--- src/rtl/thermctl_pkg.sv ---
// Package: field positions and code values shared by the control word decoder.
// Assumes the bit layout of the control word is fixed by software.
package thermctl_pkg;

    localparam int POS_RST    = 0;   // value bit, update bit is +1
    localparam int POS_PWDN   = 2;
    localparam int POS_MCLK   = 4;
    localparam int POS_SPI    = 6;   // 2-bit code
    localparam int POS_SEG0   = 8;
    localparam int POS_STORE  = 10;
    localparam int POS_SINGLE = 12;  // pulse
    localparam int POS_CRCCLR = 13;  // pulse
    localparam int POS_SPICLK = 14;
    localparam int POS_GPIO   = 16;  // 2 bits per pin

    localparam int HELD_COUNT = 6;

    typedef enum logic [1:0] {
        SPI_KEEP    = 2'd0,
        SPI_HOLD    = 2'd1,
        SPI_IDLE    = 2'd2,
        SPI_RUN     = 2'd3
    } spi_code_e;

    typedef enum logic [1:0] {
        PIN_KEEP  = 2'd0,
        PIN_LOW   = 2'd1,
        PIN_HIGH  = 2'd2,
        PIN_FLOAT = 2'd3
    } pin_code_e;

    // Value-bit position of held level number idx (its update bit is one above).
    function automatic int held_pos(input int idx);
        case (idx)
            0:       return POS_RST;
            1:       return POS_PWDN;
            2:       return POS_MCLK;
            3:       return POS_SEG0;
            4:       return POS_STORE;
            default: return POS_SPICLK;
        endcase
    endfunction

endpackage

--- src/rtl/tc_held_bit.sv ---
// Module: one held level with its own update bit.
// Assumes the value and the update bit come from the same write word.
module tc_held_bit (
    input  logic clk,
    input  logic rst_n,
    input  logic wr_en,
    input  logic val,
    input  logic upd,
    output logic q
);

    // Load the value when a write carries the update bit; otherwise hold.
    always_ff @(posedge clk) begin
        if (!rst_n)
            q <= 1'b0;
        else if (wr_en && upd)
            q <= val;
    end

endmodule

--- src/rtl/tc_gpio_pin.sv ---
// Module: one GPIO pin driven by a 2-bit code (keep, low, high, input).
// Assumes reset leaves the pin as an input with a low output level.
module tc_gpio_pin
    import thermctl_pkg::*;
(
    input  logic       clk,
    input  logic       rst_n,
    input  logic       wr_en,
    input  logic [1:0] code,
    output logic       pin_out,
    output logic       pin_oe
);

    pin_code_e code_e;
    assign code_e = pin_code_e'(code);

    // Apply the pin code on a write; the input code keeps the last level.
    always_ff @(posedge clk) begin
        if (!rst_n) begin
            pin_out <= 1'b0;
            pin_oe  <= 1'b0;
        end else if (wr_en) begin
            case (code_e)
                PIN_LOW:   begin pin_out <= 1'b0; pin_oe <= 1'b1; end
                PIN_HIGH:  begin pin_out <= 1'b1; pin_oe <= 1'b1; end
                PIN_FLOAT: pin_oe <= 1'b0;
                default:   ;
            endcase
        end
    end

endmodule

--- src/rtl/tc_mclk_div.sv ---
// Module: gated clock divider; output toggles every HALFDIV system cycles.
// Assumes HALFDIV >= 1. After the enable drops, the divider runs until the
// output is low and then parks with the counter frozen.
module tc_mclk_div #(
    parameter int HALFDIV = 4
) (
    input  logic clk,
    input  logic rst_n,
    input  logic en,
    output logic clk_out
);

    localparam int CNT_W = (HALFDIV > 1) ? $clog2(HALFDIV) : 1;
    localparam logic [CNT_W-1:0] RELOAD = CNT_W'(HALFDIV - 1);

    logic [CNT_W-1:0] cnt;

    // Count down; at zero reload and toggle, allowing a rise only when enabled.
    always_ff @(posedge clk) begin
        if (!rst_n) begin
            cnt     <= RELOAD;
            clk_out <= 1'b0;
        end else if (cnt == '0) begin
            cnt     <= RELOAD;
            clk_out <= en && !clk_out;
        end else if (en || clk_out) begin
            cnt     <= cnt - 1'b1;
        end
    end

endmodule

--- src/rtl/thermal_ctl_decoder.sv ---
// Module: decodes a written control word into held sensor control levels,
// one-cycle request pulses, and a gated divided master clock.
// Assumes a single clock domain and a synchronous active-low reset.
module thermal_ctl_decoder
    import thermctl_pkg::*;
#(
    parameter int WORD_W   = 32,
    parameter int NUM_GPIO = 4,
    parameter int HALFDIV  = 4
) (
    input  logic                clk,
    input  logic                rst_n,
    input  logic                wr_en,
    input  logic [WORD_W-1:0]   wr_data,
    output logic                sns_rst_n,
    output logic                sns_pwdn_n,
    output logic                mclk_en,
    output logic                spi_nrst,
    output logic                spi_en,
    output logic                seg0_accept,
    output logic                store_en,
    output logic                spi_clk_free,
    output logic [NUM_GPIO-1:0] gpio_out,
    output logic [NUM_GPIO-1:0] gpio_oe,
    output logic                frame_single,
    output logic                crc_clear,
    output logic                sns_mclk
);

    localparam int GPIO_END = POS_GPIO + 2 * NUM_GPIO;

    logic [HELD_COUNT-1:0] held_q;
    spi_code_e             spi_code;

    // Bits above the GPIO fields carry nothing.
    logic unused_high;
    assign unused_high = ^wr_data[WORD_W-1:GPIO_END];

    // One value-plus-update register per held level.
    for (genvar i = 0; i < HELD_COUNT; i++) begin : g_held
        tc_held_bit u_bit (
            .clk   (clk),
            .rst_n (rst_n),
            .wr_en (wr_en),
            .val   (wr_data[held_pos(i)]),
            .upd   (wr_data[held_pos(i) + 1]),
            .q     (held_q[i])
        );
    end

    assign sns_rst_n    = held_q[0];
    assign sns_pwdn_n   = held_q[1];
    assign mclk_en      = held_q[2];
    assign seg0_accept  = held_q[3];
    assign store_en     = held_q[4];
    assign spi_clk_free = held_q[5];

    assign spi_code = spi_code_e'(wr_data[POS_SPI +: 2]);

    // SPI reset/enable pair from its 2-bit code.
    always_ff @(posedge clk) begin
        if (!rst_n) begin
            spi_nrst <= 1'b0;
            spi_en   <= 1'b0;
        end else if (wr_en) begin
            case (spi_code)
                SPI_HOLD: begin spi_nrst <= 1'b0; spi_en <= 1'b0; end
                SPI_IDLE: begin spi_nrst <= 1'b1; spi_en <= 1'b0; end
                SPI_RUN:  begin spi_nrst <= 1'b1; spi_en <= 1'b1; end
                default:  ;
            endcase
        end
    end

    // One code-driven register pair per GPIO pin.
    for (genvar g = 0; g < NUM_GPIO; g++) begin : g_pin
        tc_gpio_pin u_pin (
            .clk     (clk),
            .rst_n   (rst_n),
            .wr_en   (wr_en),
            .code    (wr_data[POS_GPIO + 2 * g +: 2]),
            .pin_out (gpio_out[g]),
            .pin_oe  (gpio_oe[g])
        );
    end

    // Single-cycle request pulses, registered from the write.
    always_ff @(posedge clk) begin
        if (!rst_n) begin
            frame_single <= 1'b0;
            crc_clear    <= 1'b0;
        end else begin
            frame_single <= wr_en && wr_data[POS_SINGLE];
            crc_clear    <= wr_en && wr_data[POS_CRCCLR];
        end
    end

    tc_mclk_div #(
        .HALFDIV (HALFDIV)
    ) u_div (
        .clk     (clk),
        .rst_n   (rst_n),
        .en      (mclk_en),
        .clk_out (sns_mclk)
    );

endmodule

--- config.mk ---
export PLATFORM = sky130hd
export DESIGN_NAME = thermal_ctl_decoder
export DESIGN_NICKNAME = d
export VERILOG_FILES = /design/src/rtl/thermctl_pkg.sv /design/src/rtl/tc_held_bit.sv /design/src/rtl/tc_gpio_pin.sv /design/src/rtl/tc_mclk_div.sv /design/src/rtl/thermal_ctl_decoder.sv
export SDC_FILE = /design/constraint.sdc
export NUM_CORES = 1
export LEC_CHECK = 0
export BUFFER_PORTS_ARGS = -buffer_cell sky130_fd_sc_hd__buf_2
export CAP_MARGIN = 20
export CORE_MARGIN = 8
export CORE_UTILIZATION = 44
export CTS_CLUSTER_DIAMETER = 60
export CTS_CLUSTER_SIZE = 10
export DETAILED_ROUTE_END_ITERATION = 10
export HOLD_SLACK_MARGIN = 0.15
export PLACE_DENSITY = 0.78
export SLEW_MARGIN = 20
export SYNTH_ARGS = -nofsm -noshare
export SYNTH_HDL_FRONTEND = slang
export SYNTH_HIERARCHICAL = 1
export SYNTH_SLANG_ARGS = --single-unit
export TNS_END_PERCENT = 50
--- constraint.sdc ---
create_clock -name clk -period 1.3 [get_ports clk]
set_input_delay 0.26 -clock clk [delete_from_list [all_inputs] [get_ports clk]]
set_output_delay 0.26 -clock clk [all_outputs]
set_load 0.01 [all_outputs]
==> results_dict.tcl <==
set metrics [dict create \
    final_hold_viol_count 0 \
    tns_ps 0 \
    crit_slowest_cell "sky130_fd_sc_hd__dfxtp_1" \
    setup-violations-final 0 \
    detail_route.wl_per_cell_um 12.07 \
    gpl.final_weighted_congestion 0.6910 \
    die_h_um 64.85 \
    worst_hold_path.endpoint "g_held[2].u_bit/q" \
    first_iter_violations 45 \
    timing.critical_path.arrival_ps 940 \
    worst_clock_skew_ps 9.871 \
    standby_leakage_power_nw 0.7981 \
    max_stage_delay_ps 460 \
    hold_buffers 0 \
    first_pass_iters 4 \
    cp_data_required_time_ps 1040 \
    grt_setup_unrepaired "false" \
    max-vdd-ir-drop_v 0.0006271 \
    number_of_buffers_between_clock_root_and_the_deepest_sink 2 \
    post_synth_inst_count 114 \
    clock-root-buffer "sky130_fd_sc_hd__clkbuf_4" \
    ys_seq_elements 21 \
    cts.sink_count 21 \
    diodes 0 \
    cts_made_buffers 3 \
    worst_slew_pin_slew_ps 366.3 \
    critical_path.n_buffers_inverters 1 \
    globalRouteOverflowTotal 0 \
    slew-limit-headroom_pct 75.58 \
    postSynthNetCount 162 \
    drv_slew 0 \
    placementRows 17 \
    clk_latency_ps 290 \
    fp.dieArea_um2 4205 \
    dpl.hpwl_um 1845 \
    p_total_mw 1.214 \
    post-place-ws_ps 204.0 \
    status "finished, final reports clean" \
    drtAntennaViolNets 0 \
    post-route-worst-setup-slack_ps 101.3 \
    initial_utilization_pct 47.00 \
    layout_min_cycle_time_ps 1199 \
    fin_cells 192 \
    worst-r2r-cell-count 4 \
    path_delay_family "flip-flops" \
    post_cts.repair.setup_buffers 0 \
    crit_path_cell_trace "buf_2" \
    critPathCaptureType "output pin" \
    drt_drc_violations_left 0 \
    tritoncts "yes" \
    drive_gt1_share_pct 31.10 \
    cts-resized-gates 0 \
    synth_warnings 6 \
    via_per_inst 4.776 \
    vias_in_the_first_global_route 997 \
    hold_crit_class "input pin to register" \
    worstReg2RegEnd "u_div/cnt[0]" \
    numPlacedInstances 188 \
    detail_route.wirelength_um 2318 \
    grt_first_pass_wirelength_um 4050 \
    rr_startpoint "u_div/cnt[0]" \
    drv_cap 0 \
    rrSetupSlack_ps 330 \
    post_synth_instance_area_um2 1050 \
    critical_path.startpoint_type "register" \
    cts_max_level 1 \
    fp.coreArea_um2 2233 \
    synth.yosys.seq_area_share_pct 40.05 \
    ios 54 \
    finalNetCount 213 \
    max_freq_ghz 0.8342 \
    postSynthAreaPerCell_um2 9.208 \
    min_path_cells 3 \
    place.port_buffers 45 \
    vias 917 \
    syn2layout_area_growth_pct 29.20 \
    min-delay-start "wr_data[4]" \
    antenna_found_initial 0 \
    die_w_um 64.85 \
    finalCritPeriodShare_pct 92.21 \
    crit_fanout 7 \
    pwr_density_cell_nw_per_um2 895.3 \
    cts.clk_slew.worst_paths_ps 120 \
    grt_max_degree 24 \
    groute.usage.overall_pct 11.33 \
    ys_types 19 \
    path_class "register to output pin" \
]
[cell families after synthesis]
group,synth area share [%]
adders and majority gates,15.50
buffers and inverters,3.576
DFF,40.05
AOI/OAI and AO/OA,9.893
and+or+nand+nor,21.46
muxes,9.536
[area by class of cell]
| cell class | instances | area (um2) |
|---|---|---|
| multi-input cells | 83 | 591.8 |
| clock buffers | 4 | 26.28 |
| flip-flops and latches | 21 | 420.4 |
| well taps | 28 | 35.03 |
| inverters | 10 | 37.54 |
| repair buffers | 46 | 245.2 |
| fillers | 212 | 877.1 |
[power breakdown]
group | switching (mW) | leakage [nW] | internal, mW
Combinational | 0.108 | 0.611 | 0.109
Clock | 0.186 | 0.0150 | 0.119
Sequential | 0.0170 | 0.172 | 0.676
Total | 0.311 | 0.798 | 0.903
[worst max-delay path by stage]
stage | slack (ps) | depth (start not counted) | start | endpoint
after floorplan | 410 | 4 | u_div/cnt[0] | u_div/cnt[1]
after global placement | 230 | 3 | wr_en | spi_en
after detailed placement | 200 | 3 | wr_en | spi_en
after CTS | 100 | 1 | g_held[2].u_bit/q | mclk_en
after global routing | 50 | 1 | g_held[2].u_bit/q | mclk_en
final | 100 | 1 | g_held[2].u_bit/q | mclk_en
[cell usage in the layout, fill, tap and decap left out]
cell type	n
sky130_fd_sc_hd__clkbuf_4	3
sky130_fd_sc_hd__buf_2	45
sky130_fd_sc_hd__buf_12	1
sky130_fd_sc_hd__ha_1	13
sky130_fd_sc_hd__nand2b_1	1
sky130_fd_sc_hd__inv_1	10
sky130_fd_sc_hd__a32o_2	1
sky130_fd_sc_hd__mux2i_1	10
sky130_fd_sc_hd__nand2_1	30
sky130_fd_sc_hd__o21ai_1	2
sky130_fd_sc_hd__dfxtp_1	21
sky130_fd_sc_hd__nand3b_1	5
sky130_fd_sc_hd__nor3_1	2
sky130_fd_sc_hd__nor2b_1	5
sky130_fd_sc_hd__o21ai_0	1
sky130_fd_sc_hd__o21a_1	3
sky130_fd_sc_hd__a21boi_0	1
sky130_fd_sc_hd__and3_1	2
sky130_fd_sc_hd__a21boi_1	1
sky130_fd_sc_hd__and2_4	1
sky130_fd_sc_hd__and2_1	1
sky130_fd_sc_hd__o211a_1	4
sky130_fd_sc_hd__clkbuf_1	1
[routing by layer]
layer / up-vias / GRT usage (%) / part of all wire [%]
li1: 476 / - / -
met1: 401 / 12.59 / 43
met2: 40 / 19.01 / 43
met3: 0 / 5.670 / 14
met4: 0 / 2.452 / 0
met5: - / 0 / 0
[stage by stage]
stage	utilization (%)	hold slack, ps	cell area, um2
global route	60.73	183.6	1356
finish	60.73	190.6	1356
CTS	60.73	184.1	1356
floorplan	-	377.6	1050
global placement	59.55	441.8	1330
detailed placement	59.55	454.1	1330
[registers in the layout, indices dropped and copies added (netlist names)]
signal               cells
spi_nrst                 1
g_pin.u_pin/pin_out      4
u_div/clk_out            1
spi_en                   1
frame_single             1
u_div/cnt                2
crc_clear                1
g_held.u_bit/q           6
g_pin.u_pin/pin_oe       4
[cells in the mapped netlist]
| master | n | area (um2) |
|---|---|---|
| sky130_fd_sc_hd__nand2b_1 | 1 | 6.260 |
| sky130_fd_sc_hd__nand3b_1 | 5 | 37.54 |
| sky130_fd_sc_hd__o21ai_0 | 1 | 5.000 |
| sky130_fd_sc_hd__a21boi_1 | 1 | 7.510 |
| sky130_fd_sc_hd__mux2i_1 | 10 | 100.1 |
| sky130_fd_sc_hd__nand2_1 | 30 | 112.6 |
| sky130_fd_sc_hd__nor3_1 | 2 | 10.01 |
| sky130_fd_sc_hd__inv_1 | 10 | 37.54 |
| sky130_fd_sc_hd__and2_1 | 1 | 6.260 |
| sky130_fd_sc_hd__dfxtp_1 | 21 | 420.4 |
| sky130_fd_sc_hd__a21boi_0 | 1 | 7.510 |
| sky130_fd_sc_hd__ha_1 | 13 | 162.7 |
| sky130_fd_sc_hd__and2_4 | 1 | 8.760 |
| sky130_fd_sc_hd__a32o_2 | 1 | 11.26 |
| sky130_fd_sc_hd__nor2b_1 | 5 | 31.28 |
| sky130_fd_sc_hd__and3_1 | 2 | 12.51 |
| sky130_fd_sc_hd__o211a_1 | 4 | 40.04 |
| sky130_fd_sc_hd__o21ai_1 | 2 | 10.01 |
| sky130_fd_sc_hd__o21a_1 | 3 | 22.52 |
Power figures use the tool's default switching activity.
